### src/rtl/irqc_pkg.sv
package irqc_pkg;
    // Word offset of a register inside one bank window; the order is the address map.
    typedef enum logic [2:0] {
        OFF_RAW  = 3'd0,
        OFF_MASK = 3'd1,
        OFF_SET  = 3'd2,
        OFF_CLR  = 3'd3,
        OFF_PEND = 3'd4
    } reg_off_e;

    localparam int BANK_STRIDE_LSB = 5;   // 0x20-byte window per bank
    localparam int WORD_LSB        = 2;
endpackage

### src/rtl/irqc_sync.sv
module irqc_sync #(
    parameter int WIDTH  = 64,
    parameter int STAGES = 2
) (
    input  logic             clk,
    input  logic             rst_n,
    input  logic [WIDTH-1:0] async_i,
    output logic [WIDTH-1:0] sync_o
);
    typedef struct packed {
        logic [STAGES-1:0][WIDTH-1:0] chain;
    } sync_state_t;

    sync_state_t state_d, state_q;

    always_comb begin
        state_d.chain[0] = async_i;
        for (int s = 1; s < STAGES; s++) begin
            state_d.chain[s] = state_q.chain[s-1];
        end
    end

    always_ff @(posedge clk or negedge rst_n) begin
        if (!rst_n) state_q <= '0;
        else        state_q <= state_d;
    end

    assign sync_o = state_q.chain[STAGES-1];
endmodule

### src/rtl/irqc_bank.sv
module irqc_bank
    import irqc_pkg::*;
#(
    parameter int WIDTH = 32
) (
    input  logic             clk,
    input  logic             rst_n,
    input  logic             wr_en_i,
    input  logic [2:0]       off_i,
    input  logic [WIDTH-1:0] wdata_i,
    input  logic [WIDTH-1:0] raw_i,
    output logic [WIDTH-1:0] mask_o,
    output logic [WIDTH-1:0] pend_o,
    output logic [WIDTH-1:0] rd_data_o
);
    typedef struct packed {
        logic [WIDTH-1:0] mask;
    } bank_state_t;

    bank_state_t state_d, state_q;
    logic [WIDTH-1:0] pend;

    always_comb begin
        state_d = state_q;
        pend    = raw_i & ~state_q.mask;
        if (wr_en_i) begin
            case (off_i)
                OFF_SET: state_d.mask = state_q.mask | wdata_i;
                OFF_CLR: state_d.mask = state_q.mask & ~wdata_i;
                default: state_d.mask = state_q.mask;
            endcase
        end
        case (off_i)
            OFF_RAW:  rd_data_o = raw_i;
            OFF_MASK: rd_data_o = state_q.mask;
            OFF_PEND: rd_data_o = pend;
            default:  rd_data_o = '0;
        endcase
    end

    always_ff @(posedge clk or negedge rst_n) begin
        if (!rst_n) state_q <= '{mask: '1};
        else        state_q <= state_d;
    end

    assign mask_o = state_q.mask;
    assign pend_o = pend;
endmodule

### src/rtl/irqc_top.sv
module irqc_top
    import irqc_pkg::*;
#(
    parameter int NUM_BANKS   = 2,
    parameter int ADDR_W      = 8,
    parameter int SYNC_STAGES = 2
) (
    input  logic                    clk,
    input  logic                    rst_n,
    input  logic [NUM_BANKS*32-1:0] src_i,
    input  logic                    bus_sel_i,
    input  logic                    bus_wr_i,
    input  logic [ADDR_W-1:0]       bus_addr_i,
    input  logic [31:0]             bus_wdata_i,
    output logic [31:0]             bus_rdata_o,
    output logic                    irq_o
);
    localparam int BANK_W     = 32;
    localparam int NUM_SRC    = NUM_BANKS * BANK_W;
    localparam int BANK_IDX_W = ADDR_W - BANK_STRIDE_LSB;

    typedef struct packed {
        logic [BANK_W-1:0] rdata;
        logic              irq;
    } top_state_t;

    top_state_t state_d, state_q;

    logic [NUM_SRC-1:0]              raw_sync;
    logic [NUM_SRC-1:0]              mask_all;
    logic [NUM_SRC-1:0]              pend_all;
    logic [NUM_BANKS-1:0][BANK_W-1:0] rd_bank;
    logic [BANK_IDX_W-1:0]           bank_idx;
    logic [2:0]                      reg_off;

    assign bank_idx = bus_addr_i[ADDR_W-1:BANK_STRIDE_LSB];
    assign reg_off  = bus_addr_i[BANK_STRIDE_LSB-1:WORD_LSB];

    irqc_sync #(.WIDTH(NUM_SRC), .STAGES(SYNC_STAGES)) u_sync (
        .clk     (clk),
        .rst_n   (rst_n),
        .async_i (src_i),
        .sync_o  (raw_sync)
    );

    for (genvar b = 0; b < NUM_BANKS; b++) begin : g_bank
        logic bank_wr;
        assign bank_wr = bus_sel_i && bus_wr_i && (bank_idx == BANK_IDX_W'(b));

        irqc_bank #(.WIDTH(BANK_W)) u_bank (
            .clk       (clk),
            .rst_n     (rst_n),
            .wr_en_i   (bank_wr),
            .off_i     (reg_off),
            .wdata_i   (bus_wdata_i),
            .raw_i     (raw_sync[b*BANK_W +: BANK_W]),
            .mask_o    (mask_all[b*BANK_W +: BANK_W]),
            .pend_o    (pend_all[b*BANK_W +: BANK_W]),
            .rd_data_o (rd_bank[b])
        );
    end

    always_comb begin
        state_d     = state_q;
        state_d.irq = |pend_all;
        if (bus_sel_i && !bus_wr_i) begin
            state_d.rdata = '0;
            for (int b = 0; b < NUM_BANKS; b++) begin
                if (bank_idx == BANK_IDX_W'(b)) state_d.rdata = rd_bank[b];
            end
        end
    end

    always_ff @(posedge clk or negedge rst_n) begin
        if (!rst_n) state_q <= '0;
        else        state_q <= state_d;
    end

    assign bus_rdata_o = state_q.rdata;
    assign irq_o       = state_q.irq;
endmodule

### config.mk
export PLATFORM = sky130hd
export DESIGN_NAME = irqc_top
export DESIGN_NICKNAME = d
export VERILOG_FILES = /design/src/rtl/irqc_pkg.sv /design/src/rtl/irqc_sync.sv /design/src/rtl/irqc_bank.sv /design/src/rtl/irqc_top.sv
export SDC_FILE = /design/constraint.sdc
export NUM_CORES = 1
export LEC_CHECK = 0
export BUFFER_PORTS_ARGS = -buffer_cell sky130_fd_sc_hd__buf_2
export CAP_MARGIN = 20
export CELL_PAD_IN_SITES_DETAIL_PLACEMENT = 0
export CELL_PAD_IN_SITES_GLOBAL_PLACEMENT = 2
export CORE_ASPECT_RATIO = 0.5
export CORE_UTILIZATION = 38
export DETAILED_ROUTE_END_ITERATION = 8
export PLACE_DENSITY_LB_ADDON = 0.08
export SYNTH_ARGS = -nofsm -noshare
export SYNTH_HDL_FRONTEND = slang
export SYNTH_SLANG_ARGS = --single-unit
### constraint.sdc
create_clock -name clk -period 1.5 [get_ports clk]
set_input_delay 0.225 -clock clk [delete_from_list [all_inputs] [get_ports clk]]
set_output_delay 0.225 -clock clk [all_outputs]
set_load 0.05 [all_outputs]
# After elaboration in Yosys (flattened, before gate mapping)
# Cells that the tools add are included.
# classes
n_eq_ne	5
n_reduce_logical	11
muxes	6
bitwise	9
add_sub_neg	0
order_cmp	0
n_shift	0
n_mul	0
div	0
# ops
operator	n
$pmux W32 S3	2
$and A32 B32 Y32	4
$pmux W32 S2	2
$not A32 Y32	3
$mux W32	2
$or A32 B32 Y32	2
$reduce_or A64 Y1	1
$eq A3 B1 Y1 const B	2
$eq A3 B2 Y1 const B	2
$logic_not A3 Y1	2
$logic_and A1 B1 Y1	4
$reduce_and A2 Y1	2
$eq A3 B3 Y1 const B	1
$reduce_bool A2 Y1	1
$logic_not A1 Y1	1
# word_totals
ff_bits	225
n_memories	0
wordCells	37
out_inout_bits	33
latchBits	0
ram_bits	0
mem_bits_ro	0

# Logic depth before layout (Yosys ltp)
# depth
depth_word	5
mapped_depth	7

# By module
# From an unflattened synthesis, not the netlist that was laid out.
# unflattened
hier_cells	800
area_unflattened_um2	9929.5
# by_module_without_submodules
module	seq_area_each_um2	area_each_um2	cells_per_inst	n_inst
irqc_bank	840.8	2571.2	252	2
irqc_sync	3203.1	3203.1	128	1
irqc_top	825.8	1584.0	168	1

# Worst setup path after synthesis
# No wires, ideal clock.
# synth_path
path_type	input port to flip-flop
from	input bus_addr_i[2]
to	register state_q, in the netlist bus_rdata_o[11]
setup_slack_ns	0.180
arrival_ns	1.198
cell_stages	7
path_cell_list	buf_2 -> buf_2 -> buf_4 -> mux2i_1 -> o211ai_1 -> o21ai_0 -> a32o_1
# synth_between
elab_chain_cells	4
word_cells_on_any_way	7
# synth_rtl
element	line	text
start: declaration	irqc_top.sv:13	input logic [ADDR_W-1:0] bus_addr_i,
$eq A3 B3 Y1 (tied with other cells)	irqc_bank.sv:33	case (off_i)
$pmux W32 S3	irqc_bank.sv:33	
$mux W32	irqc_top.sv:69	if (bank_idx == BANK_IDX_W'(b)) state_d.rdata = rd_bank[b];
$mux W32 (*)	irqc_top.sv:69	
end signal: assignment	irqc_top.sv:76	else state_q <= state_d;
end: declaration	irqc_top.sv:27	top_state_t state_d, state_q;
# Mark *: on every way between the ends. The rest lies on a longest branch, timed or not.
# A chain may end at the register's enable or synchronous reset.

==> out/metrics.csv <==
stage;metric;value;unit
sta;Worst Clk Skew;0.00931;ns
clock_tree;TritonCTS Buffers;22;
cells_and_area;Reg area;5710;um^2
cells_and_area;Finished Cell Area;12400;um^2
sta;final slew viol count;0;
placed_design;GPL Wtd Cong;0.802;
drt;DRC;0;
clock_tree;CTS max path bufs;3;
sta;Period minus WS final;1.43;ns
critical_path;worst path cell trace;nand2b_1 -> o2111ai_2 -> nor4_4 -> nand4_1;
global_route;largest net degree at the start of global routing;52;
pwr;power per cell area;1200;nW/um^2
critical_path;critical path fanouts, max;4;
cells_and_area;post-route insts no fill;1285;
cells_and_area;Layout Nets;1071;
yosys;synthesized net count;808;
floorplan;Die X-Extent;218;um
drt;met2 wire length;10900;um
critical_path;reg2reg path depth;4;
sta;Setup TNS;0;ns
critical_path;Worst Path Arrival;1.82;ns
clock_tree;clk sinks;225;
pwr;combinational share of power;0.139;
sta;Slew @ Worst Pin;0.476;ns
floorplan;initial core utilization;0.388;
floorplan;cell row count;39;
pwr;Psw;0.00371;W
sta;RSZ-0062 raised after global routing;yes;
critical_path;crit path kind;flop to flop;
cells_and_area;fillers;2029;
floorplan;I/O pin total;141;
global_route;initial antenna violation count;1;
cells_and_area;layout cells sized above 1;0.347;
sta;Fin. Hold Viols;0;
global_route;number of global-route vias before repair;6510;
placed_design;placed cells;1148;
placed_design;placed inst area;10400;um^2
critical_path;Req. time, crit path;1.88;ns
clock_tree;clock latency on the worst-skew pair;0.52;ns
status;outcome;complete, no violations;
drt;WL/cell;19.6;um
drt;WL met3;1010;um
drt;top layer in use;met5;
job;max_cap viols;0;
pwr;sequential fraction of design power;0.468;
global_route;first-pass GRT wire length;38400;um
clock_tree;htree depth;1;
global_route;GRT overflow;0;
yosys;part of the Yosys area used for sequential elements;0.645;
yosys;synth top area cells;dfrtp_1, dfstp_2, mux2i_1;
cells_and_area;# diodes;0;
critical_path;Startpoint Class;flop;
drt;Final ANT Viol Nets;0;
clock_tree;Root Buffer;clkbuf_16;
drt;vias per cell;5.15;
drt;WL met1;13000;um
cells_and_area;Util after Layout;0.544;
clock_tree;CTS clk-pin slew, worst paths;0.06;ns
drt;initial DRC count;392;
hold_path;worst min-delay path class;input port to async pin;
yosys;Yosys reg bits;225;
pwr;Max VDD drop;0.000732;V
yosys;area leader, netlist;dfrtp_1;
pwr;clock power share;0.393;
floorplan;full die area;24000;um^2
drt;drt first pass iters;7;
floorplan;height of the chip;110;um
floorplan;Core Region;22800;um^2
critical_path;Critical Path Max Stage Delay;0.55;ns
yosys;Synth cell types;28;
yosys;synthesized area per cell;12.6;um^2
yosys;YS warnings;0;
critical_path;CP max stage cell;dfstp_2;
sta;Tcrit/Tclk final;0.955;
cells_and_area;Area Growth Syn to Fin;40.3;%
pwr;total power;0.0149;W
yosys;Syn Inst Count;700;
pwr;Sw Ratio;0.248;
global_route;GRT Util Overall;0.215;
sta;Max Fclk;698;MHz
placed_design;port buffer count;138;
cells_and_area;footprint of the multi-input gates;3080;um^2
sta;Slew HR;0.683;
sta;Final setup viols;0;
placed_design;HPWL after DPL;16800;um
yosys;Post-Syn Area;8850;um^2
pwr;Internal;0.0112;W
drt;via count;6615;
pwr;Leakage;5.31;nW
drt;final wirelength;25200;um
yosys;top-area cell type share of the netlist area;0.455;
clock_tree;CTS tree;yes;
critical_path;Critical Path Sink Type;flop;
critical path, delay by kind of cell, from the launching register on:
kind	cells	cell delay, ns
and+or+nand+nor	3	0.55
AOI/OAI and AO/OA	1	0.19
DFF	1	0.55
cell usage after synthesis:
master and n:
and4_1 1, buf_4 3, nor2_1 1, dfrtp_1 161, buf_6 6, nor4b_2 1, mux2i_1 63, o21ai_1 7
dfstp_2 64, o2111ai_1 16, a2111oi_0 1, nor2b_1 1, a21oi_1 69, nor3_1 1, inv_1 16, a31oi_1 64
nand4_1 1, buf_2 25, a32o_1 30, a211oi_1 1, nand2b_1 49, nor4_1 4, o21ai_0 55, and3b_1 1
and4b_1 1, clkbuf_1 25, o211ai_1 30, nand2_1 3
placed cells by master (no fill, tap or decap), types with 7 or more instances in the layout:
master	Yosys	routed
o21ai_0	55	55
o2111ai_2	0	9
clkbuf_16	0	23
nand2b_1	49	33
dlygate4sd3_1	0	97
nand2b_4	0	14
o211ai_1	30	30
a21oi_1	69	68
a32o_1	30	30
buf_12	0	22
mux2i_1	63	63
a31oi_1	64	64
buf_4	3	42
inv_1	16	16
o21ai_1	7	7
buf_2	25	136
dfrtp_1	161	161
dfstp_2	64	64
stage by stage:
step	setup WS [ns]	hold WS, ns
4_1_cts	0.00695	0.244
2_1_floorplan	0.180	-0.0706
5_1_grt	-0.00469	0.258
3_3_place_gp	-0.177	0.186
3_5_place_dp	-0.194	0.187
6_report	0.0674	0.222
layout make-up:
cell class              count  share of cell area
well taps                 307              0.0309
flip-flops and latches    225               0.460
multi-input cells         400               0.248
clock buffers              31              0.0520
inverters                  16             0.00483
clock inverters             8             0.00957
repair buffers            298               0.195
power by group through the flow:
stage / clock, W / combinational, W / sequential [W]
floorplan: 0 / 0.000815 / 0.00710
global placement: 0 / 0.00173 / 0.00706
detailed placement: 0 / 0.00175 / 0.00706
CTS: 0.00604 / 0.00200 / 0.00697
global route: 0.00630 / 0.00227 / 0.00704
finish: 0.00588 / 0.00207 / 0.00699
metal layers:
layer  vias up  global-route usage
li1       3148                   -
met3        29              0.0432
met4         2              0.0300
met2       121               0.319
met5         -                   0
met1      3315               0.328
repair_timing:
| action | CTS | global route |
|---|---|---|
| hold buffers | 97 | 0 |
| endpoints found under the setup margin | 1 | 1 |
| cloned | 0 | 0 |
| hold endpoints to repair | 195 | 0 |
| buffers inserted | 1 | 1 |
| pin swaps | 3 | 8 |
| gates resized for setup | 14 | 26 |
final timing paths:
path / start / endpoint / slack [ns]
max in group asynchronous: rst_n / async pin / 0.62
setup reg to reg: flop / irq_o$_DFF_PN0_ / 0.07
setup / recovery: flop / irq_o$_DFF_PN0_ / 0.07
hold / removal: rst_n / u_sync.sync_o[9]$_DFF_PN0_ / 0.22
min in group clk: bus_addr_i[3] / bus_rdata_o[30]$_DFFE_PN0P_ / 0.28
hold reg to reg: u_sync.state_d[100]$_DFF_PN0_ / u_sync.sync_o[36]$_DFF_PN0_ / 0.34
cells by family after synthesis:
| logic type | after synthesis | share of synthesized area |
|---|---|---|
| AOI/OAI and AO/OA | 273 | 0.196 |
| DFF | 225 | 0.645 |
| buffers and inverters | 75 | 0.0417 |
| and+or+nand+nor | 64 | 0.0459 |
| muxes | 63 | 0.0712 |
(Power assumes the default switching activity.)
